$ cat config.mk
export PLATFORM = sky130hd
export DESIGN_NAME = cardstat_irq_top
export DESIGN_NICKNAME = d
export VERILOG_FILES = /design/src/rtl/cardstat_pkg.sv /design/src/rtl/cardstat_sync.sv /design/src/rtl/cardstat_evt_latch.sv /design/src/rtl/cardstat_gap_mon.sv /design/src/rtl/cardstat_irq_top.sv
export SDC_FILE = /design/constraint.sdc
export NUM_CORES = 1
export LEC_CHECK = 0
export CAP_MARGIN = 5
export CORE_MARGIN = 3
export CORE_UTILIZATION = 35
export CTS_CLUSTER_SIZE = 30
export DETAILED_ROUTE_END_ITERATION = 8
export DONT_BUFFER_PORTS = 1
export GPL_ROUTABILITY_DRIVEN = 0
export PLACE_DENSITY = 0.5
export SLEW_MARGIN = 20
export SYNTH_ARGS = -nofsm -noshare
export SYNTH_HDL_FRONTEND = slang
export SYNTH_SLANG_ARGS = --single-unit
$ cat constraint.sdc
create_clock -name clk_i -period 1.47 [get_ports clk_i]
set_input_delay 0.0735 -clock clk_i [delete_from_list [all_inputs] [get_ports clk_i]]
set_output_delay 0.0735 -clock clk_i [all_outputs]
set_load 0.05 [all_outputs]
$ cat src/rtl/cardstat_pkg.sv
package cardstat_pkg;
  localparam int STAT_W    = 8;
  localparam int POS_OVHT  = 0;
  localparam int POS_AUX   = 1;
  localparam int POS_PRES1 = 2;
  localparam int POS_PRES2 = 3;
  localparam int POS_SUPL  = 4;
  localparam int POS_PROT1 = 5;
  localparam int POS_PROT2 = 6;

  // bits whose setting drops the card session
  localparam logic [STAT_W-1:0] CRIT_MASK = 8'b0111_1101;
  // bits that always drive the interrupt
  localparam logic [STAT_W-1:0] IRQ_MASK  = 8'b0110_1101;

  // synchronizer vector layout
  localparam int SY_VCC   = 0;  // 2 bits
  localparam int SY_RST   = 2;  // 2 bits
  localparam int SY_PRES  = 4;  // 2 bits
  localparam int SY_OVHT  = 6;
  localparam int SY_AUX   = 7;
  localparam int SY_ALARM = 8;
  localparam int SY_W     = 9;

  function automatic bit is_edge_bit(int pos);
    return (pos == POS_AUX) || (pos == POS_PRES1) || (pos == POS_PRES2);
  endfunction

  function automatic logic gap_short(int unsigned elapsed, int unsigned min_gap);
    return elapsed < min_gap;
  endfunction
endpackage

$ cat src/rtl/cardstat_sync.sv
module cardstat_sync #(
  parameter int W      = 1,
  parameter int STAGES = 2
) (
  input  logic         clk_i,
  input  logic         rst_ni,
  input  logic [W-1:0] d_i,
  output logic [W-1:0] q_o
);
  logic [W-1:0] stg_q [STAGES];

  always_ff @(posedge clk_i or negedge rst_ni) begin
    if (!rst_ni) begin
      for (int s = 0; s < STAGES; s++) stg_q[s] <= '0;
    end else begin
      stg_q[0] <= d_i;
      for (int s = 1; s < STAGES; s++) stg_q[s] <= stg_q[s-1];
    end
  end

  assign q_o = stg_q[STAGES-1];
endmodule

$ cat src/rtl/cardstat_evt_latch.sv
module cardstat_evt_latch #(
  parameter bit EDGE_MODE = 1'b0
) (
  input  logic clk_i,
  input  logic rst_ni,
  input  logic lvl_i,
  input  logic rd_clr_i,
  output logic bit_o,
  output logic rise_o
);
  logic set_evt;
  logic bit_q;

  if (EDGE_MODE) begin : g_edge
    logic prev_q;
    always_ff @(posedge clk_i or negedge rst_ni) begin
      if (!rst_ni) prev_q <= 1'b0;
      else         prev_q <= lvl_i;
    end
    assign set_evt = lvl_i ^ prev_q;
  end else begin : g_level
    assign set_evt = lvl_i;
  end

  // set has priority so an event in the read cycle is kept
  always_ff @(posedge clk_i or negedge rst_ni) begin
    if (!rst_ni) bit_q <= 1'b0;
    else         bit_q <= set_evt | (bit_q & ~rd_clr_i);
  end

  assign bit_o  = bit_q;
  assign rise_o = set_evt & ~bit_q;

  a_r6_set_wins: assert property (@(posedge clk_i) disable iff (!rst_ni)
    set_evt |=> bit_q);
  a_r6_read_clears: assert property (@(posedge clk_i) disable iff (!rst_ni)
    (rd_clr_i && !set_evt) |=> !bit_q);
endmodule

$ cat src/rtl/cardstat_gap_mon.sv
module cardstat_gap_mon
  import cardstat_pkg::*;
#(
  parameter int MIN_GAP_CYC = 100
) (
  input  logic clk_i,
  input  logic rst_ni,
  input  logic rd_i,
  input  logic wr_i,
  output logic viol_o
);
  localparam int CW = $clog2(MIN_GAP_CYC + 1);
  localparam logic [CW-1:0] SAT = CW'(MIN_GAP_CYC);

  logic [CW-1:0] cnt_q;
  logic          viol_q;
  logic          too_soon;

  assign too_soon = gap_short(32'(cnt_q), MIN_GAP_CYC);

  always_ff @(posedge clk_i or negedge rst_ni) begin
    if (!rst_ni) begin
      cnt_q  <= SAT;
      viol_q <= 1'b0;
    end else begin
      viol_q <= (rd_i | wr_i) & too_soon;
      if (rd_i)             cnt_q <= CW'(1);
      else if (cnt_q < SAT) cnt_q <= cnt_q + CW'(1);
    end
  end

  assign viol_o = viol_q;

  a_r9_viol_has_cause: assert property (@(posedge clk_i) disable iff (!rst_ni)
    viol_q |-> $past(rd_i || wr_i));
  a_r9_spaced_ok: assert property (@(posedge clk_i) disable iff (!rst_ni)
    (cnt_q == SAT) |=> !viol_q);
endmodule

$ cat src/rtl/cardstat_irq_top.sv
module cardstat_irq_top
  import cardstat_pkg::*;
#(
  parameter int SYNC_STAGES = 2,
  parameter int MIN_GAP_CYC = 100
) (
  input  logic        clk_i,
  input  logic        rst_ni,
  input  logic [1:0]  flt_vcc_i,
  input  logic [1:0]  flt_rst_i,
  input  logic [1:0]  pres_i,
  input  logic        ovht_i,
  input  logic        aux_irq_i,
  input  logic        aux_irq_en_i,
  input  logic        alarm_i,
  input  logic        stat_rd_i,
  input  logic        ctrl_wr_i,
  output logic [7:0]  status_o,
  output logic        irq_n_o,
  output logic        start_clr_o,
  output logic        spacing_viol_o
);
  logic [SY_W-1:0]   raw_w, syn_w;
  logic [6:0]        src_w;
  logic [6:0]        rise_w;
  logic [STAT_W-1:0] stat_w;
  logic              alarm_s;
  logic              supl_q;
  logic              clr_q;
  logic              irq_evt;

  assign raw_w = {alarm_i, aux_irq_i, ovht_i, pres_i, flt_rst_i, flt_vcc_i};

  cardstat_sync #(.W(SY_W), .STAGES(SYNC_STAGES)) u_sync (
    .clk_i(clk_i), .rst_ni(rst_ni), .d_i(raw_w), .q_o(syn_w)
  );

  assign src_w[POS_OVHT]  = syn_w[SY_OVHT];
  assign src_w[POS_AUX]   = syn_w[SY_AUX];
  assign src_w[POS_PRES1] = syn_w[SY_PRES];
  assign src_w[POS_PRES2] = syn_w[SY_PRES+1];
  assign src_w[POS_SUPL]  = syn_w[SY_ALARM];
  assign src_w[POS_PROT1] = syn_w[SY_VCC]   | syn_w[SY_RST];
  assign src_w[POS_PROT2] = syn_w[SY_VCC+1] | syn_w[SY_RST+1];
  assign alarm_s          = src_w[POS_SUPL];

  for (genvar i = 0; i < 7; i++) begin : g_bit
    if (i != POS_SUPL) begin : g_lat
      cardstat_evt_latch #(.EDGE_MODE(is_edge_bit(i))) u_lat (
        .clk_i(clk_i), .rst_ni(rst_ni), .lvl_i(src_w[i]),
        .rd_clr_i(stat_rd_i), .bit_o(stat_w[i]), .rise_o(rise_w[i])
      );
    end
  end

  // supervisor latch: set out of reset, held by alarm, cleared by a late read
  always_ff @(posedge clk_i or negedge rst_ni) begin
    if (!rst_ni)        supl_q <= 1'b1;
    else if (alarm_s)   supl_q <= 1'b1;
    else if (stat_rd_i) supl_q <= 1'b0;
  end

  assign stat_w[POS_SUPL] = supl_q;
  assign rise_w[POS_SUPL] = alarm_s & ~supl_q;
  assign stat_w[7]        = 1'b0;

  always_ff @(posedge clk_i or negedge rst_ni) begin
    if (!rst_ni) clr_q <= 1'b0;
    else         clr_q <= |(rise_w & CRIT_MASK[6:0]);
  end

  assign irq_evt = (|(stat_w & IRQ_MASK)) | (stat_w[POS_AUX] & aux_irq_en_i);

  assign status_o    = stat_w;
  assign irq_n_o     = ~(irq_evt | alarm_s);
  assign start_clr_o = clr_q;

  cardstat_gap_mon #(.MIN_GAP_CYC(MIN_GAP_CYC)) u_gap (
    .clk_i(clk_i), .rst_ni(rst_ni), .rd_i(stat_rd_i), .wr_i(ctrl_wr_i),
    .viol_o(spacing_viol_o)
  );

  a_r7_alarm_keeps_supl: assert property (@(posedge clk_i) disable iff (!rst_ni)
    alarm_s |=> status_o[POS_SUPL]);
  a_r5_irq_on_event: assert property (@(posedge clk_i) disable iff (!rst_ni)
    (|(status_o & IRQ_MASK)) |-> !irq_n_o);
  a_r5_irq_quiet: assert property (@(posedge clk_i) disable iff (!rst_ni)
    (status_o[6:0] == 7'd0 && !alarm_s) |-> irq_n_o);
  a_r8_clr_has_cause: assert property (@(posedge clk_i) disable iff (!rst_ni)
    start_clr_o |-> (|(status_o & CRIT_MASK & ~$past(status_o))));
endmodule

==> run metrics <==
Final Util 44.6%; Hold Path Class in2async; Clock transition at path regs 0.07 ns; Yosys cell types 30; Setup Buffers After CTS 0; n_diodes 0; number of I/O pins 25; Synth top area share 60.7%; Switching Power 515 µW; final worst slack -0.234 ns; final slew viol count 0; via count 755; crit-path cells or4_4 -> a2111oi_4 -> buf_12; required time of the critical path 1.40 ns; Critical Path Fanout Max 2; slowest CP cell or4_4; clk_skew 0.00244 ns; critical path arrival 1.63 ns; Routed wire per std cell 12.6 µm; TritonCTS clock tree built; CP top delay family simple AND/OR/NAND/NOR gates; 1st-pass router iterations 4; final wirelength 2110 µm; Core ar. 3720 µm²; failing checks negative setup slack; drt drc 0; FMAX 587 MHz; Leak 0.000709 µW; Setup CP Type reg2out; full die area 4670 µm²; Syn Nets 116; layout cells sized above 1 20.8%; slowest stage delay, CP 0.54 ns; number of global-route vias before repair 723; largest net degree at the start of global routing 38; filler instances 339; clk root buf clkbuf_8; Seq/Total Area, Yosys 68.4%; Synth Register Bits 37; critical path depth in cells 3; clock tree buffer depth 2; Pwr Density 1230 nW/µm²; status finished, violations left; Setup crit start kind register; average instance area after synthesis 13.5 µm²; Num CTS Buffers 5; die width 68.3 µm; Final setup viols 1; layout overhead on the synthesized area 22.0%; switching part of the total 25.1%; R2R cell count 3; DR iter-0 viols 46; row cnt 22; Starting Density 36.6%; WP buf/inv 1; post-layout min period 1.70 ns; CTS resizes 0; initial antenna violation count 0; DP HPWL 1470 µm; Die Y 68.3 µm; Mapped Cells 101; post-DR vias/cell 4.49; Port Buf Inserts 0; Total Routing Usage GR 10.0%; Yosys Warn Count 0; Hold Vio Cnt, Final 0; grt ovf 0; RSZ-0062 raised after global routing yes; Yosys top cell by area dfrtp_1; R2R Path Start u_sync.q_o[4]$_DFF_PN0_; CP Launch Point g_bit[0].g_lat.u_lat.bit_o$_DFF_PN0_; sequential power share 55.8%; Clk pwr share 33.8%; first-pass GRT wire length 3280 µm; H-tree Lvls 2; Logic pwr share 10.4%; post-route ant nets 0; worst-skew pair later-pin latency 0.28 ns; NumNets Final 135; post-synthesis cell area 1360 µm²; maxcap violations 0; VDD IR max 0.574 mV; crit path capture type primary output; crit share post-route 116%; main area contributors after synthesis dfrtp_1, dfstp_2, buf_4; Final Total Pwr 2050 µW; CTS sink count 37; Pint 1530 µW
==> placed cells by master (no fill, tap or decap) <==
cell type | netlist | final
nand3_1 | 3 | 3
o21a_1 | 2 | 2
inv_1 | 8 | 8
nor4_1 | 1 | 1
a21oi_1 | 3 | 3
ha_1 | 1 | 1
xor2_1 | 1 | 1
xnor2_1 | 3 | 3
buf_12 | 0 | 2
o311ai_4 | 1 | 1
dlygate4sd3_1 | 0 | 12
a21o_2 | 1 | 1
a2111oi_4 | 1 | 1
or4_4 | 1 | 1
or4_1 | 1 | 1
or3_1 | 2 | 2
buf_4 | 8 | 7
nand2_1 | 3 | 3
clkbuf_8 | 0 | 6
dfstp_2 | 4 | 4
dfrtp_1 | 33 | 33
a211oi_1 | 1 | 1
conb_1 | 1 | 1
a21o_1 | 2 | 2
a21bo_2 | 1 | 1
o21ai_0 | 6 | 6
o22ai_1 | 2 | 2
nand3b_1 | 1 | 1
clkinvlp_4 | 0 | 1
nor2_1 | 6 | 6
mux2i_1 | 1 | 1
and2_1 | 1 | 1
or2_0 | 1 | 1
==> through the flow <==
step | worst slack (ns) | area (µm²) | TNS [ns] | std cells | hold slack (ns)
6_report | -0.234 | 1660 | -0.234 | 168 | 0.230
4_1_cts | -0.256 | 1660 | -0.256 | 168 | 0.237
3_5_place_dp | 0.0539 | 1430 | 0 | 148 | -0.222
3_3_place_gp | 0.0684 | 1430 | 0 | 148 | -0.221
5_1_grt | -0.306 | 1660 | -0.306 | 168 | 0.234
2_1_floorplan | -0.145 | 1360 | -0.145 | 101 | -0.222
==> flip-flops by register name, indices dropped and copies added, names as in the netlist <==
register	count
supl_q	1
g_bit.g_lat.u_lat.g_edge.prev_q	3
u_gap.viol_o	1
start_clr_o	1
u_gap.cnt_q	7
u_sync.q_o	9
u_sync.stg_q	9
g_bit.g_lat.u_lat.bit_o	6
==> layout make-up <==
type,instances,area (µm²),area share (%)
well taps,48,60.1,3.62
repair buffers,21,213,12.8
multi-input cells,47,335,20.2
inverters,8,30.0,1.81
clock buffers,6,82.6,4.98
flip-flops and latches,37,931,56.1
clock inverters,1,7.51,0.452
==> worst register-to-register path: cells and delay by family (launching register included) <==
family | cells | cell delay [ns]
xor gates and xnor gates | 1 | 0.20
DFF | 1 | 0.39
and+or+nand+nor | 1 | 0.54
AOI/OAI and AO/OA | 1 | 0.10
==> timing repair <==
item | 4_1_cts | 5_1_grt
hold buffers | 13 | 0
endpoints found under the hold margin | 58 | 0
setup endpoints to repair | 1 | 1
==> worst paths after layout <==
path | end | slack [ns]
worst min-delay path | u_sync.q_o[7]$_DFF_PN0_ | 0.23
max in group asynchronous | u_gap.cnt_q[6]$_DFFE_PN1P_ | 1.00
worst max register to register | start_clr_o$_DFF_PN0_ | 0.10
worst min register to register | u_sync.q_o[1]$_DFF_PN0_ | 0.35
min in group clk_i | irq_n_o | 0.33
worst max-delay path | irq_n_o | -0.23
==> power groups by stage <==
stage / registers [µW] / logic, µW / clock network [µW]
CTS: 1140 / 217 / 714
detailed placement: 1160 / 161 / 0
global route: 1150 / 232 / 776
finish: 1140 / 212 / 693
global placement: 1160 / 160 / 0
floorplan: 1160 / 145 / 0
==> cells by family after synthesis <==
family | share of synthesized area [%]
DFF | 68.4
AOI/OAI and AO/OA | 12.3
and+or+nand+nor | 7.82
buffers and inverters | 6.90
xor gates and xnor gates | 2.58
adders and majority gates | 0.920
other | 0.276
muxes | 0.736
==> synthesized netlist by cell type <==
master / number
buf_4: 8
o22ai_1: 2
dfrtp_1: 33
or2_0: 1
conb_1: 1
nor4_1: 1
o311ai_4: 1
xor2_1: 1
o21a_1: 2
a21o_2: 1
a21o_1: 2
or3_1: 2
clkbuf_1: 1
or4_4: 1
mux2i_1: 1
o21ai_0: 6
a21bo_2: 1
a21oi_1: 3
nand3b_1: 1
or4_1: 1
dfstp_2: 4
nor2_1: 6
inv_1: 8
nand2_1: 3
xnor2_1: 3
ha_1: 1
and2_1: 1
nand3_1: 3
a2111oi_4: 1
a211oi_1: 1
==> layer usage <==
layer	vias to the layer above	GRT usage, %	routed length, µm
met5	-	0	0
met4	0	5.21	31
met3	5	4.93	129
met2	20	15.4	1040
met1	364	11.5	904
li1	366	-	-
No activity file was read; power rests on OpenSTA's default activity.
